`config.mk`:
```
export PLATFORM = sky130hd
export DESIGN_NAME = smag_adder
export DESIGN_NICKNAME = d
export VERILOG_FILES = /design/src/rtl/smag_pkg.sv /design/src/rtl/smag_to_tc.sv /design/src/rtl/tc_to_smag.sv /design/src/rtl/smag_out_stage.sv /design/src/rtl/smag_adder.sv
export SDC_FILE = /design/constraint.sdc
export NUM_CORES = 1
export LEC_CHECK = 0
export BUFFER_PORTS_ARGS = -buffer_cell sky130_fd_sc_hd__buf_4
export CAP_MARGIN = 10
export CORE_ASPECT_RATIO = 0.7
export CORE_UTILIZATION = 44
export DETAILED_ROUTE_END_ITERATION = 7
export PLACE_DENSITY = 0.7
export SLEW_MARGIN = 0
export SYNTH_ARGS = -nofsm -noshare
export SYNTH_HDL_FRONTEND = slang
export SYNTH_SLANG_ARGS = --single-unit
export TNS_END_PERCENT = 30
```
`constraint.sdc`:
```
create_clock -name clk -period 3.05 [get_ports clk]
set_input_delay 0.305 -clock clk [delete_from_list [all_inputs] [get_ports clk]]
set_output_delay 0.305 -clock clk [all_outputs]
set_load 0.02 [all_outputs]
```
`src/rtl/smag_pkg.sv`:
```
package smag_pkg;

   typedef enum logic {
      PATH_COMB = 1'b0,
      PATH_REG  = 1'b1
   } path_e;

   localparam int unsigned SMAG_DEF_W = 6;

endpackage

```
`src/rtl/smag_to_tc.sv`:
```
module smag_to_tc #(
   parameter int unsigned OP_W = 6,
   parameter int unsigned TC_W = OP_W + 1
) (
   input  logic [OP_W-1:0] smag_i,
   output logic [TC_W-1:0] tc_o
);
   localparam int unsigned MAG_W = OP_W - 1;

   logic             is_neg;
   logic [MAG_W-1:0] mag;
   logic [TC_W-1:0]  mag_ext;
   logic [TC_W-1:0]  one;

   assign is_neg  = smag_i[OP_W-1];
   assign mag     = smag_i[MAG_W-1:0];
   assign mag_ext = {{(TC_W-MAG_W){1'b0}}, mag};
   assign one     = {{(TC_W-1){1'b0}}, 1'b1};

   always_comb begin
      if (mag == '0) begin
         // negative zero and positive zero both map to zero
         tc_o = '0;
      end else if (is_neg) begin
         tc_o = ~mag_ext + one;
      end else begin
         tc_o = mag_ext;
      end
   end
endmodule

```
`src/rtl/tc_to_smag.sv`:
```
module tc_to_smag #(
   parameter int unsigned OP_W = 6,
   parameter int unsigned TC_W = OP_W + 1
) (
   input  logic [TC_W-1:0] tc_i,
   output logic [OP_W:0]   full_o,
   output logic [OP_W-1:0] sat_o,
   output logic            ovf_o
);
   localparam int unsigned MAG_W = OP_W - 1;

   logic             neg;
   logic [TC_W-1:0]  absv;
   logic [TC_W-1:0]  one;
   logic             sign_out;
   logic             over;
   logic [MAG_W-1:0] sat_mag;

   assign one = {{(TC_W-1){1'b0}}, 1'b1};
   assign neg = tc_i[TC_W-1];

   always_comb begin
      if (neg) absv = ~tc_i + one;
      else     absv = tc_i;
   end

   // sign only when the magnitude is non-zero: no negative zero
   assign sign_out = neg & (|absv);
   assign over     = |absv[TC_W-1:MAG_W];
   assign sat_mag  = over ? {MAG_W{1'b1}} : absv[MAG_W-1:0];

   assign full_o = {sign_out, absv[OP_W-1:0]};
   assign sat_o  = {sign_out, sat_mag};
   assign ovf_o  = over;
endmodule

```
`src/rtl/smag_out_stage.sv`:
```
module smag_out_stage
   import smag_pkg::*;
#(
   parameter path_e       PATH   = PATH_REG,
   parameter int unsigned FULL_W = 7,
   parameter int unsigned SAT_W  = 6
) (
   input  logic              clk,
   input  logic              rst,
   input  logic              vld_i,
   input  logic [FULL_W-1:0] full_i,
   input  logic [SAT_W-1:0]  sat_i,
   input  logic              ovf_i,
   output logic              vld_o,
   output logic [FULL_W-1:0] full_o,
   output logic [SAT_W-1:0]  sat_o,
   output logic              ovf_o
);
   generate
      if (PATH == PATH_REG) begin : g_reg
         logic              vld_q;
         logic [FULL_W-1:0] full_q;
         logic [SAT_W-1:0]  sat_q;
         logic              ovf_q;

         always_ff @(posedge clk) begin
            if (rst) begin
               vld_q  <= 1'b0;
               full_q <= '0;
               sat_q  <= '0;
               ovf_q  <= 1'b0;
            end else begin
               vld_q <= vld_i;
               if (vld_i) begin
                  full_q <= full_i;
                  sat_q  <= sat_i;
                  ovf_q  <= ovf_i;
               end
            end
         end

         assign vld_o  = vld_q;
         assign full_o = full_q;
         assign sat_o  = sat_q;
         assign ovf_o  = ovf_q;
      end else begin : g_comb
         logic unused_ctl;
         assign unused_ctl = clk ^ rst;
         assign vld_o  = vld_i;
         assign full_o = full_i;
         assign sat_o  = sat_i;
         assign ovf_o  = ovf_i;
      end
   endgenerate
endmodule

```
`src/rtl/smag_adder.sv`:
```
module smag_adder
   import smag_pkg::*;
#(
   parameter int unsigned OP_W = SMAG_DEF_W,
   parameter path_e       PATH = PATH_REG
) (
   input  logic            clk,
   input  logic            rst,
   input  logic            in_valid,
   input  logic [OP_W-1:0] a_i,
   input  logic [OP_W-1:0] b_i,
   output logic            out_valid,
   output logic [OP_W:0]   sum_full_o,
   output logic [OP_W-1:0] sum_sat_o,
   output logic            ovf_o
);
   localparam int unsigned TC_W   = OP_W + 1;
   localparam int unsigned FULL_W = OP_W + 1;

   generate
      if (OP_W < 2) begin : g_bad_width
         $error("smag_adder: OP_W must be at least 2");
      end
   endgenerate

   logic [TC_W-1:0]   a_tc;
   logic [TC_W-1:0]   b_tc;
   logic [TC_W-1:0]   sum_tc;
   logic [FULL_W-1:0] full_d;
   logic [OP_W-1:0]   sat_d;
   logic              ovf_d;

   smag_to_tc #(.OP_W(OP_W), .TC_W(TC_W)) u_cvt_a (.smag_i(a_i), .tc_o(a_tc));
   smag_to_tc #(.OP_W(OP_W), .TC_W(TC_W)) u_cvt_b (.smag_i(b_i), .tc_o(b_tc));

   // one extra bit keeps the plain binary add from wrapping
   assign sum_tc = a_tc + b_tc;

   tc_to_smag #(.OP_W(OP_W), .TC_W(TC_W)) u_back (
      .tc_i   (sum_tc),
      .full_o (full_d),
      .sat_o  (sat_d),
      .ovf_o  (ovf_d)
   );

   smag_out_stage #(.PATH(PATH), .FULL_W(FULL_W), .SAT_W(OP_W)) u_out (
      .clk    (clk),
      .rst    (rst),
      .vld_i  (in_valid),
      .full_i (full_d),
      .sat_i  (sat_d),
      .ovf_i  (ovf_d),
      .vld_o  (out_valid),
      .full_o (sum_full_o),
      .sat_o  (sum_sat_o),
      .ovf_o  (ovf_o)
   );
endmodule

```
# Yosys cells after proc, flatten, opt, wreduce, memory -nomap -nowiden
# Index checks and enable logic that the tools add are counted.
[op_classes] bitwise=4 n_mux=6 addsub=4 reduce_logical=4
[op_table] operator="$mux 7" n=5
[op_table] operator="$add 7x1->7 const B" n=3
[op_table] operator="$not 5->7" n=2
[op_table] operator="$logic_not 5->1" n=2
[op_table] operator="$add 7x7->7" n=1
[op_table] operator="$not 7->7" n=1
[op_table] operator="$reduce_or 7->1" n=1
[op_table] operator="$mux 5" n=1
[op_table] operator="$reduce_or 2->1" n=1
[op_table] operator="$and 1x1->1" n=1
[totals] out_inout_bits=15 register_bits=15 input_bits=15

# Longest topological paths before layout
# Gate-level depths: netlist of run 1.
[logic_depth] ltp_word=10 depth_mapped=17

# Cells and area by module
# A second synthesis of run 1 with hierarchy kept.
[unflattened] hier_cells=174 hier_area_um2=1468.9
[modules_own_cells] mod="smag_out_stage" cells_per_inst=47 n_inst=1 area_per_inst_um2=535.5 seq_area_each_um2=300.3
[modules_own_cells] mod="tc_to_smag" cells_per_inst=49 n_inst=1 area_per_inst_um2=357.8 seq_area_each_um2=0.0
[modules_own_cells] mod="smag_adder" cells_per_inst=33 n_inst=1 area_per_inst_um2=270.3 seq_area_each_um2=0.0
[modules_own_cells] mod="smag_to_tc (u_cvt_b)" cells_per_inst=23 n_inst=1 area_per_inst_um2=156.4 seq_area_each_um2=0.0
[modules_own_cells] mod="smag_to_tc (u_cvt_a)" cells_per_inst=22 n_inst=1 area_per_inst_um2=148.9 seq_area_each_um2=0.0

# Worst setup path before layout of run 1
# Ideal clock, no wire load.
[synth_timing] kind="input to register" start="in a_i[0]" end="reg u_out.g_reg.sat_q[5], in the netlist u_out.sat_o[5]" arrival_ps=2902 path_stages=17 path_slack_ps=10 path_cell_list="inv_1 ha_1 nand2_1 inv_1 ha_1 nor2_1 ha_1 inv_1 fa_1 nand2b_1 a21oi_2 a31oi_1 xnor2_1 buf_6 or3_1 a21oi_1 a41oi_1"
[synth_between] elab_chain_cells=10
[synth_rtl] item="start: declaration" line_no="smag_adder.sv:10" text="input logic [OP_W-1:0] a_i,"
[synth_rtl] item="$not 5->7" line_no="smag_to_tc.sv:25" text="tc_o = ~mag_ext + one;"
[synth_rtl] item="$add 7x1->7" line_no="smag_to_tc.sv:25"
[synth_rtl] item="$mux 7" line_no="smag_to_tc.sv:24" text="end else if (is_neg) begin"
[synth_rtl] item="$mux 7 *" line_no="smag_to_tc.sv:21" text="if (mag == '0) begin"
[synth_rtl] item="$add 7x7->7 *" line_no="smag_adder.sv:37" text="assign sum_tc = a_tc + b_tc;"
[synth_rtl] item="$not 7->7" line_no="tc_to_smag.sv:23" text="if (neg) absv = ~tc_i + one;"
[synth_rtl] item="$add 7x1->7" line_no="tc_to_smag.sv:23"
[synth_rtl] item="$mux 7" line_no="tc_to_smag.sv:23"
[synth_rtl] item="$reduce_or 7->1" line_no="tc_to_smag.sv:28" text="assign sign_out = neg & (|absv);"
[synth_rtl] item="$and 1x1->1 *" line_no="tc_to_smag.sv:28"
[synth_rtl] item="end signal: assignment" line_no="smag_out_stage.sv:36" text="sat_q <= sat_i;"
[synth_rtl] item="end: declaration" line_no="smag_out_stage.sv:23" text="logic [SAT_W-1:0] sat_q;"
# Mark *: on every way between the ends. The rest lies on a longest branch, timed or not.
# A chain may end at the register's enable or synchronous reset.

# Worst setup path in the final report of run 1
[layout_timing] start="in b_i[0]" end="reg u_out.g_reg.sat_q[5], in the netlist u_out.sat_o[5]"
[layout_between] elab_chain_cells=10
[layout_rtl] item="start: declaration" line_no="smag_adder.sv:11" text="input logic [OP_W-1:0] b_i,"
[layout_rtl] item="$not 5->7" line_no="smag_to_tc.sv:25"
[layout_rtl] item="$add 7x1->7" line_no="smag_to_tc.sv:25"
[layout_rtl] item="$mux 7" line_no="smag_to_tc.sv:24"
[layout_rtl] item="$mux 7 *" line_no="smag_to_tc.sv:21"
[layout_rtl] item="$add 7x7->7 *" line_no="smag_adder.sv:37"
[layout_rtl] item="$not 7->7" line_no="tc_to_smag.sv:23"
[layout_rtl] item="$add 7x1->7" line_no="tc_to_smag.sv:23"
[layout_rtl] item="$mux 7" line_no="tc_to_smag.sv:23"
[layout_rtl] item="$reduce_or 7->1" line_no="tc_to_smag.sv:28"
[layout_rtl] item="$and 1x1->1 *" line_no="tc_to_smag.sv:28"
# Marks and branches as above.

==> results of run 1 <==
## area by class of cell
type,instances,area (um2),area share [%]
inverter,14,52.6,2.97
multi-input combinational,117,942,53.2
clock buffer,4,55.1,3.11
tap,34,42.5,2.40
timing repair buffer,53,398,22.5
sequential,14,280,15.8
## metal layers
metal  GRT usage, %  vias up
li1               -      626
met1           29.9      557
met2           35.5       32
met3           4.46        2
met4           3.91        0
met5              0        -
## registers in the layout (all words and copies together) (netlist names)
name / count
u_out.sat_o: 6
u_out.full_o: 6
u_out.ovf_o: 1
u_out.vld_o: 1
## cells in the final DEF, fill, tap and decap left out, types with 3 or more instances in the layout
master	n
buf_4	53
nor2_1	28
inv_1	14
dfxtp_1	14
ha_1	8
mux2i_1	6
xnor2_1	6
nand2b_1	5
xor2_1	5
a211oi_1	4
clkbuf_8	4
nand2_1	3
nor2b_1	3
a31oi_1	3
xor2_2	3
a311oi_1	3
ha_2	3
## timing repair
| item | in CTS | in global routing |
|---|---|---|
| gates resized for setup | 0 | 13 |
| setup endpoints to repair | 0 | 11 |
| buffers inserted | 0 | 1 |
| hold buffers | 0 | 0 |
## critical path: stages
cell      delay, ps
buf_4            80
inv_1            50
ha_1            210
nand2_1          60
inv_1            40
ha_2            180
buf_4           140
nand2b_1        150
a41oi_1         250
ha_1            300
a21o_1          170
a31oi_1         250
xnor2_2         150
or2_4           290
o21ai_4         270
a41oi_2         150
## power groups by stage
| stage | combinational, mW | sequential, mW | clock (mW) |
|---|---|---|---|
| CTS | 0.589 | 0.232 | 0.187 |
| global placement | 0.570 | 0.234 | 0 |
| finish | 0.631 | 0.232 | 0.184 |
| detailed placement | 0.586 | 0.235 | 0 |
| global route | 0.681 | 0.235 | 0.192 |
| floorplan | 0.340 | 0.272 | 0 |
## logic make-up (layout without fill, tap and decap cells)
kind of cell               count (synthesis)  after routing
buffers and inverters                     20             71
muxes                                      6              6
xor gates and xnor gates                  15             15
and+or+nand+nor                           53             53
AOI/OAI and AO/OA                         31             31
adders and majority gates                 12             12
DFF                                       14             14
## stage by stage
step | power (mW) | instance area, um2
global route | 1.11 | 1770
detailed placement | 0.821 | 1640
floorplan | 0.613 | 1240
global placement | 0.804 | 1640
CTS | 1.01 | 1700
finish | 1.05 | 1770
## how the worst max path moves through the flow
| stage | from | to |
|---|---|---|
| 2_1_floorplan | a_i[0] | u_out.sat_o[5] |
| 3_3_place_gp | a_i[0] | u_out.sat_o[5] |
| 3_5_place_dp | b_i[0] | u_out.sat_o[5] |
| 4_1_cts | b_i[0] | u_out.sat_o[5] |
| 5_1_grt | a_i[1] | u_out.sat_o[5] |
| 6_report | b_i[0] | u_out.sat_o[5] |
==> impl_metrics.ini, run 1 <==
[synth]
synthTopCellsByCount = 29 x nor2_1, 14 x dfxtp_1, 14 x inv_1, 11 x ha_1, 7 x xnor2_1
ys.flop_type = dfxtp_1
syn-cell-area_um2 = 1240
synth_compound_area_share_pct = 20.3
ys_types = 43
yosys.area_share.xor_xnor_pct = 11.8
async_flop_share_pct = 0
synth.avg_cell_area_um2 = 8.24
synthSimpleGateAreaFrac_pct = 21.0
post_synth_main_area_contributors = dfxtp_1 23%, ha_1 11%, nor2_1 8.7%
synth_edf_count = 0
synth_nets = 178
synth.mux.area_fraction_pct = 4.82
synth_top_family_by_area = simple AND/OR/NAND/NOR gates
synth_cells = 151
ys_seq_area_share_pct = 22.5
synth_top_area_cell = dfxtp_1
synth_top_area_share_pct = 22.5
synth.most_common_cell = nor2_1
yosys_warnings = 0
yosys.area_share.adder_pct = 12.7
synth-seq-cells = 14

[timing]
slew_headroom_pct = 75.2
timing.final.max_slew_violations = 0
finalHoldViolCount = 0
skew_ps = 0
max_freq_mhz = 343
tightest_slew_ps = 370
tns_ps = 0
setup_violations = 0
setup_ws_ps = 132
period_minus_slack_ps = 2920
period_share_pct = 95.7
rsz0062_at_grt = false
hold-worst-slack_ps = 344

[critical_path]
timing.rr.end = u_out.sat_o[5]
r2r_slack_ps = 2080
endpoint_kind = flip-flop
r2r.worst_path.cells = 3
start_kind = input port
cp_max_fo = 7
crit_arrival_ps = 3030
required_ps = 3160
reg2reg_from = u_out.sat_o[5]
path_class = input port to flip-flop

[cells_and_area]
fillers = 209
syn2layout_area_growth_pct = 42.2
stdcell_count = 236
finish.utilization_pct = 68.9
drive_gt1_share_pct = 40.6
antenna_cells = 0
layout.nets = 230

[power_and_ir_drop]
switching_power_uw = 425
power.share.switching_pct = 40.6
power_frac_seq_pct = 22.1
p_per_area_nw_per_um2 = 591
p_int_uw = 622
p_leak_nw = 0.843
peakVddDrop_v = 0.000335
clockPowerShare_pct = 17.6
comb_power_share_pct = 60.3

[die]
rows = 15
initial_core_util_pct = 48.4
num_io_pins = 30
core_um2 = 2570
die_w_um = 65.6
die_area_um2 = 3050
die_h_um = 46.5

[placement]
placed_cells = 231
routabilityCongestion = 0.838
place_hpwl_mm = 2.54
numPortBuffers = 29
place_ws_ps = -236

[outcome]
status = finished clean

[route]
drt-pass1-iter-count = 4
wl_mm = 3.11
antenna_left = 0
drc = 0
met3_length_um = 115
vias_per_cell = 5.16
wl_met1_mm = 1.62
wl_met2_mm = 1.36
top_layer = met4
wl_per_cell_um = 13.2
vias = 1217
drtIter0Drc = 38

[job]
drv_cap = 0

[global_routing]
antenna_found_initial = 0
overflow = 0
grt_max_degree = 27
grt_usage_pct = 21.7
grt_pass1_vias = 1110
grt_pass1_wl_mm = 4.87

[clock_tree]
cts_max_level = 1
cts.reportedPaths.clkPinSlew_ps = 60
clk_latency_ps = 250
cts_tree = built
cts-buffers-inserted = 3
root_buffer = clkbuf_8
clock-sinks = 14
clockBufferDepth = 2

[hold_path]
worstHoldStart = rst
whs_path_depth = 2
worstHoldEndpoint = u_out.full_o[4]
hp-class = input port to flip-flop
No activity file was read; power rests on OpenSTA's default activity.
==> run 2: changes to the inputs <==
BUFFER_PORTS_ARGS = -buffer_cell sky130_fd_sc_hd__buf_2   (was -buffer_cell sky130_fd_sc_hd__buf_4)
CORE_UTILIZATION = 40   (was 44)
PLACE_DENSITY = 0.64   (was 0.7)
SYNTH_HIERARCHICAL = 1   (was not set)
==> impl_metrics.ini, run 2 <==
[global_routing]
grt_pass1_vias = 1389
overflow = 0
grt_usage_pct = 21.0
grt_pass1_wl_mm = 6.21
grt_max_degree = 16
antenna_found_initial = 0

[critical_path]
required_ps = 3180
reg2reg_from = u_out/sat_o[1]
crit_arrival_ps = 3190
cp-startpoint = b_i[1]
endpoint_kind = flip-flop
cpMaxStageDelayCell = fa_2
r2r_slack_ps = 2390
timing.rr.end = u_out/sat_o[1]
path_cells = buf_12 -> inv_12 -> ha_4 -> nor3b_4 -> ha_2 -> nor2_2 -> ha_2 -> inv_2 -> fa_2 -> inv_2 -> inv_2 -> ha_4 -> or3b_4 -> a2111oi_4 -> o311ai_4 -> mux2i_1 -> nor2_1
path_class = input port to flip-flop
cpPeakStageDelay_ps = 540
r2r.worst_path.cells = 2
crit_top_cell = inv_2
start_kind = input port
cp_max_fo = 4
crit_end = u_out/sat_o[5]

[timing]
timing.final.max_slew_violations = 0
skew_ps = 0
period_minus_slack_ps = 3060
setup_ws_ps = -12.9
period_share_pct = 100
finalHoldViolCount = 0
max_freq_mhz = 326
slew_headroom_pct = 70.8
hold-worst-slack_ps = 382
rsz0062_at_grt = true
setup_violations = 3
tightest_slew_ps = 438
tns_ps = -32.1

[clock_tree]
clk_latency_ps = 250
cts_max_level = 1
root_buffer = clkbuf_8
cts_tree = built
cts.reportedPaths.clkPinSlew_ps = 50
cts-buffers-inserted = 3
clockBufferDepth = 2
clock-sinks = 15
cts_hold_buf = 0

[cells_and_area]
fillers = 316
drive_gt1_share_pct = 47.5
layout.nets = 274
syn2layout_area_growth_pct = 52.1
final_cell_mix = 47 x buf_4, 26 x buf_2, 23 x nor2_1, 19 x mux2i_1, 15 x dfxtp_1
largest_register_ffs = 7
antenna_cells = 0
final_common_cell = buf_4

[synth]
synth.most_common_cell = nor2_1
ys.flop_type = dfxtp_1
synth-seq-cells = 15
ys_seq_area_share_pct = 20.4
yosys_warnings = 6
synth_cells = 174
synth.avg_cell_area_um2 = 8.44
synth_top_area_cell = dfxtp_1
post_synth_main_area_contributors = dfxtp_1 20%, mux2i_1 13%, ha_1 11%
synthTopCellsByCount = 26 x nor2_1, 19 x mux2i_1, 15 x dfxtp_1, 13 x ha_1, 13 x inv_1
synth_top_area_share_pct = 20.4
synth_nets = 203
syn-cell-area_um2 = 1470
synth_edf_count = 0
async_flop_share_pct = 0
ys_types = 50

[route]
antenna_left = 0
wl_mm = 3.93
vias_per_cell = 5.10
wl_per_cell_um = 13.4
top_layer = met4
wl_met2_mm = 1.86
vias = 1499
drc = 0
drtIter0Drc = 77
drt-pass1-iter-count = 4
wl_met1_mm = 1.91
met3_length_um = 153

[outcome]
failed_checks = setup timing
status = finished, violations left

[power_and_ir_drop]
p_leak_nw = 1.08
p_per_area_nw_per_um2 = 556
p_total_mw = 1.24
peakVddDrop_v = 0.000371

[die]
die_w_um = 74.4
num_io_pins = 30
die_area_um2 = 3920
core_um2 = 3510
initial_core_util_pct = 41.8
die_h_um = 52.7
rows = 18

[job]
drv_cap = 0

[placement]
routabilityCongestion = 0.820
place_hpwl_mm = 3.04
place_ws_ps = -422
numPortBuffers = 29

[hold_path]
hp-class = input port to flip-flop
-- run 2: changes by cell type in the layout (fill, tap and decap cells not counted), moves of 3 or more --
cell	before	now
a31oi_1	3	0
mux2i_1	6	19
buf_4	53	47
inv_2	0	4
a21oi_1	1	4
buf_2	0	26
ha_4	0	4
nand2_1	3	6
o21ai_1	0	3
nor2_1	28	23
inv_1	14	6
-- run 2: what timing repair did --
item | in CTS | in global routing
pin swaps | 11 | 6
hold endpoints to repair | 0 | 0
gates resized for setup | 14 | 12
endpoints found under the setup margin | 8 | 13
cloned | 1 | 0
buffers inserted | 4 | 2
-- run 2: kinds of logic (layout without fill, tap and decap cells) --
kind of cell / Yosys count / in the layout / share of synthesized area [%]
compound gates: 33 / 33 / 17.6
fa+ha+maj: 14 / 14 / 12.4
simple gates: 56 / 56 / 19.8
xor+xnor: 12 / 12 / 7.67
buf+inv: 25 / 95 / 9.03
flops: 15 / 15 / 20.4
mux: 19 / 19 / 12.9
-- run 2: through the flow --
stage,cell area (um2),utilization [%],cells
6_report,2230,63.6,294
5_1_grt,2230,63.6,294
4_1_cts,2170,61.7,292
3_5_place_dp,2020,57.5,283
3_3_place_gp,2020,57.5,283
2_1_floorplan,1590,-,174
-- run 2: power breakdown --
group	internal (mW)	switching, mW	leakage, nW
clock	0.0925	0.0653	0.0228
sequential	0.238	0.0191	0.125
combinational	0.410	0.418	0.932
-- run 2: area by class of cell --
| cell class | count | area [um2] | area share, % |
|---|---|---|---|
| Tap cell | 50 | 62.6 | 2.80 |
| Timing Repair Buffer | 77 | 541 | 24.2 |
| Multi-Input combinational cell | 134 | 1210 | 54.1 |
| Sequential cell | 15 | 300 | 13.4 |
| Clock buffer | 4 | 45.0 | 2.02 |
| Inverter | 14 | 77.6 | 3.47 |
-- run 2: worst min path at each step --
stage / from / end / cells past startpoint
after CTS: rst / u_out/full_o[6] / 2
after detailed placement: u_out/full_o[2] / u_out/full_o[2] / 2
final: rst / u_out/full_o[6] / 2
after floorplan: rst / u_out/full_o[6] / 1
after global routing: rst / u_out/sat_o[5] / 2
after global placement: u_out/full_o[4] / u_out/full_o[4] / 2
-- run 2: routing by layer --
layer  GRT usage [%]  vias up
met2            35.0       39
li1                -      750
met3            5.58        2
met4            1.57        0
met1            28.0      708
met5               0        -
-- run 2: critical path, delay by kind of cell --
| family | cells | cell delay, ps |
|---|---|---|
| AO/OA/AOI/OAI | 2 | 500 |
| adder cells (fa/ha/maj) | 5 | 1210 |
| buffers and inverters | 5 | 260 |
| AND/OR/NAND/NOR | 4 | 740 |
| multiplexers | 1 | 160 |
==> run 3: changes to the inputs <==
PLACE_DENSITY = not set   (was 0.64)
PLACE_DENSITY_LB_ADDON = 0.08   (was not set)
==> impl_metrics.ini, run 3 (synthesis gave the netlist of run 2 again) <==
[critical_path]
crit_family = adder cells
cp_max_fo = 5
path_cells = buf_4 -> inv_8 -> ha_4 -> nor3b_4 -> ha_2 -> nor2_2 -> ha_2 -> inv_2 -> fa_2 -> inv_2 -> inv_2 -> ha_4 -> or3b_4 -> a2111oi_4 -> buf_4 -> nor3_2 -> mux2i_1 -> nor2_1
start_kind = input port
timing.rr.end = u_out/ovf_o
cpMaxStageDelayCell = fa_2
r2r.worst_path.cells = 2
reg2reg_from = u_out/ovf_o
endpoint_kind = flip-flop
cpPeakStageDelay_ps = 520
r2r_slack_ps = 2440
required_ps = 3180
path_buf_inv = 6
crit_arrival_ps = 3180
crit_top_cell = inv_2
path_class = input port to flip-flop

[cells_and_area]
final_common_cell = buf_4
antenna_cells = 0
stdcell_count = 295
largest_register_ffs = 7
drive_gt1_share_pct = 46.9
multi_input_area_um2 = 1180
seq_area_um2 = 300
syn2layout_area_growth_pct = 50.4
fin_area_um2 = 2210
layout.nets = 275
final_cell_mix = 47 x buf_4, 26 x buf_2, 25 x nor2_1, 19 x mux2i_1, 15 x dfxtp_1
fillers = 308

[route]
wl_mm = 3.71
vias = 1448
wl_per_cell_um = 12.6
drc = 0
vias_per_cell = 4.91
antenna_left = 0
drt-pass1-iter-count = 4
drtIter0Drc = 35

[hold_path]
hp-class = input port to flip-flop
whs_path_depth = 2
worstHoldStart = rst
worstHoldEndpoint = u_out/sat_o[5]

[placement]
place_ws_ps = -493
numPortBuffers = 29
place_area_um2 = 2020
placed_cells = 283
routabilityCongestion = 0.807
place_hpwl_mm = 2.95

[die]
die_w_um = 74.4
num_io_pins = 30
rows = 18
die_h_um = 52.7
die_area_um2 = 3920
core_um2 = 3510
initial_core_util_pct = 41.8

[power_and_ir_drop]
p_total_mw = 1.20
comb_power_share_pct = 65.4
clockPowerShare_pct = 13.4
power_frac_seq_pct = 21.2
p_per_area_nw_per_um2 = 544
power.share.switching_pct = 40.7
switching_power_uw = 489
peakVddDrop_v = 0.000353
p_int_uw = 712
p_leak_nw = 1.08

[clock_tree]
clockBufferDepth = 2
cts_tree = built
cts-buffers-inserted = 3
cts.reportedPaths.clkPinSlew_ps = 60
root_buffer = clkbuf_8
cts_max_level = 1
clock-sinks = 15
clk_latency_ps = 240

[timing]
skew_ps = 0
finalHoldViolCount = 0
tightest_slew_ps = 423
period_minus_slack_ps = 3050
slew_headroom_pct = 71.8
rsz0062_at_grt = true
setup_violations = 0
max_freq_mhz = 328
period_share_pct = 99.9
setup_ws_ps = 4.19
timing.final.max_slew_violations = 0

[global_routing]
overflow = 0
grt_max_degree = 16
grt_pass1_vias = 1381
grt_usage_pct = 20.3
antenna_found_initial = 0
grt_pass1_wl_mm = 6.18

[job]
drv_cap = 0

[outcome]
status = finished clean
[run 3: cell type report]
class / instances / area share, %
Multi-Input combinational cell: 134 / 53.3
Sequential cell: 15 / 13.6
Clock buffer: 3 / 1.87
Inverter: 14 / 3.62
Tap cell: 50 / 2.83
Clock inverter: 1 / 0.227
Timing Repair Buffer: 78 / 24.6
[run 3: worst register-to-register path, delay by kind of cell, from the launching register on]
| family | cells | cell delay (ps) |
|---|---|---|
| muxes | 1 | 130 |
| and+or+nand+nor | 1 | 60 |
| DFF | 1 | 310 |
[run 3: power groups by stage]
| stage | registers, mW | logic [mW] | clock network [mW] |
|---|---|---|---|
| 6_report | 0.255 | 0.785 | 0.161 |
| 5_1_grt | 0.259 | 0.858 | 0.174 |
| 4_1_cts | 0.256 | 0.755 | 0.166 |
| 3_5_place_dp | 0.260 | 0.715 | 0 |
| 3_3_place_gp | 0.258 | 0.701 | 0 |
| 2_1_floorplan | 0.312 | 0.438 | 0 |
[run 3: how the worst max path moves through the flow]
stage | from | to | slack [ps] | cells after the start
floorplan | b_i[1] | u_out/full_o[6] | -170 | 18
global placement | b_i[1] | u_out/full_o[6] | -420 | 18
detailed placement | b_i[1] | u_out/sat_o[5] | -490 | 18
CTS | a_i[0] | u_out/sat_o[5] | -7 | 18
global route | a_i[0] | u_out/sat_o[5] | -190 | 17
finish | b_i[0] | u_out/sat_o[4] | 4 | 18
[run 3: repair_timing]
action	in CTS	in global routing
cloned	1	0
endpoints found under the setup margin	9	11
pin swaps	14	2
setup buffers	5	2
resized for setup	13	7
hold buffers	0	0
[run 3: layer usage]
layer  up-vias  track usage [%]  routed length, um
met4         0            0.629                 36
met1       657             29.1               1870
li1        752                -                  -
met2        35             32.9               1630
met5         -                0                  0
met3         4             4.04                171
[run 3: through the flow]
stage	hold WS, ps	utilization, %	TNS [ps]
after floorplan	372	-	-356
after global placement	467	57.5	-3720
after detailed placement	481	57.5	-4550
after CTS	383	61.4	-6.82
after global routing	404	62.9	-897
final	382	62.9	0
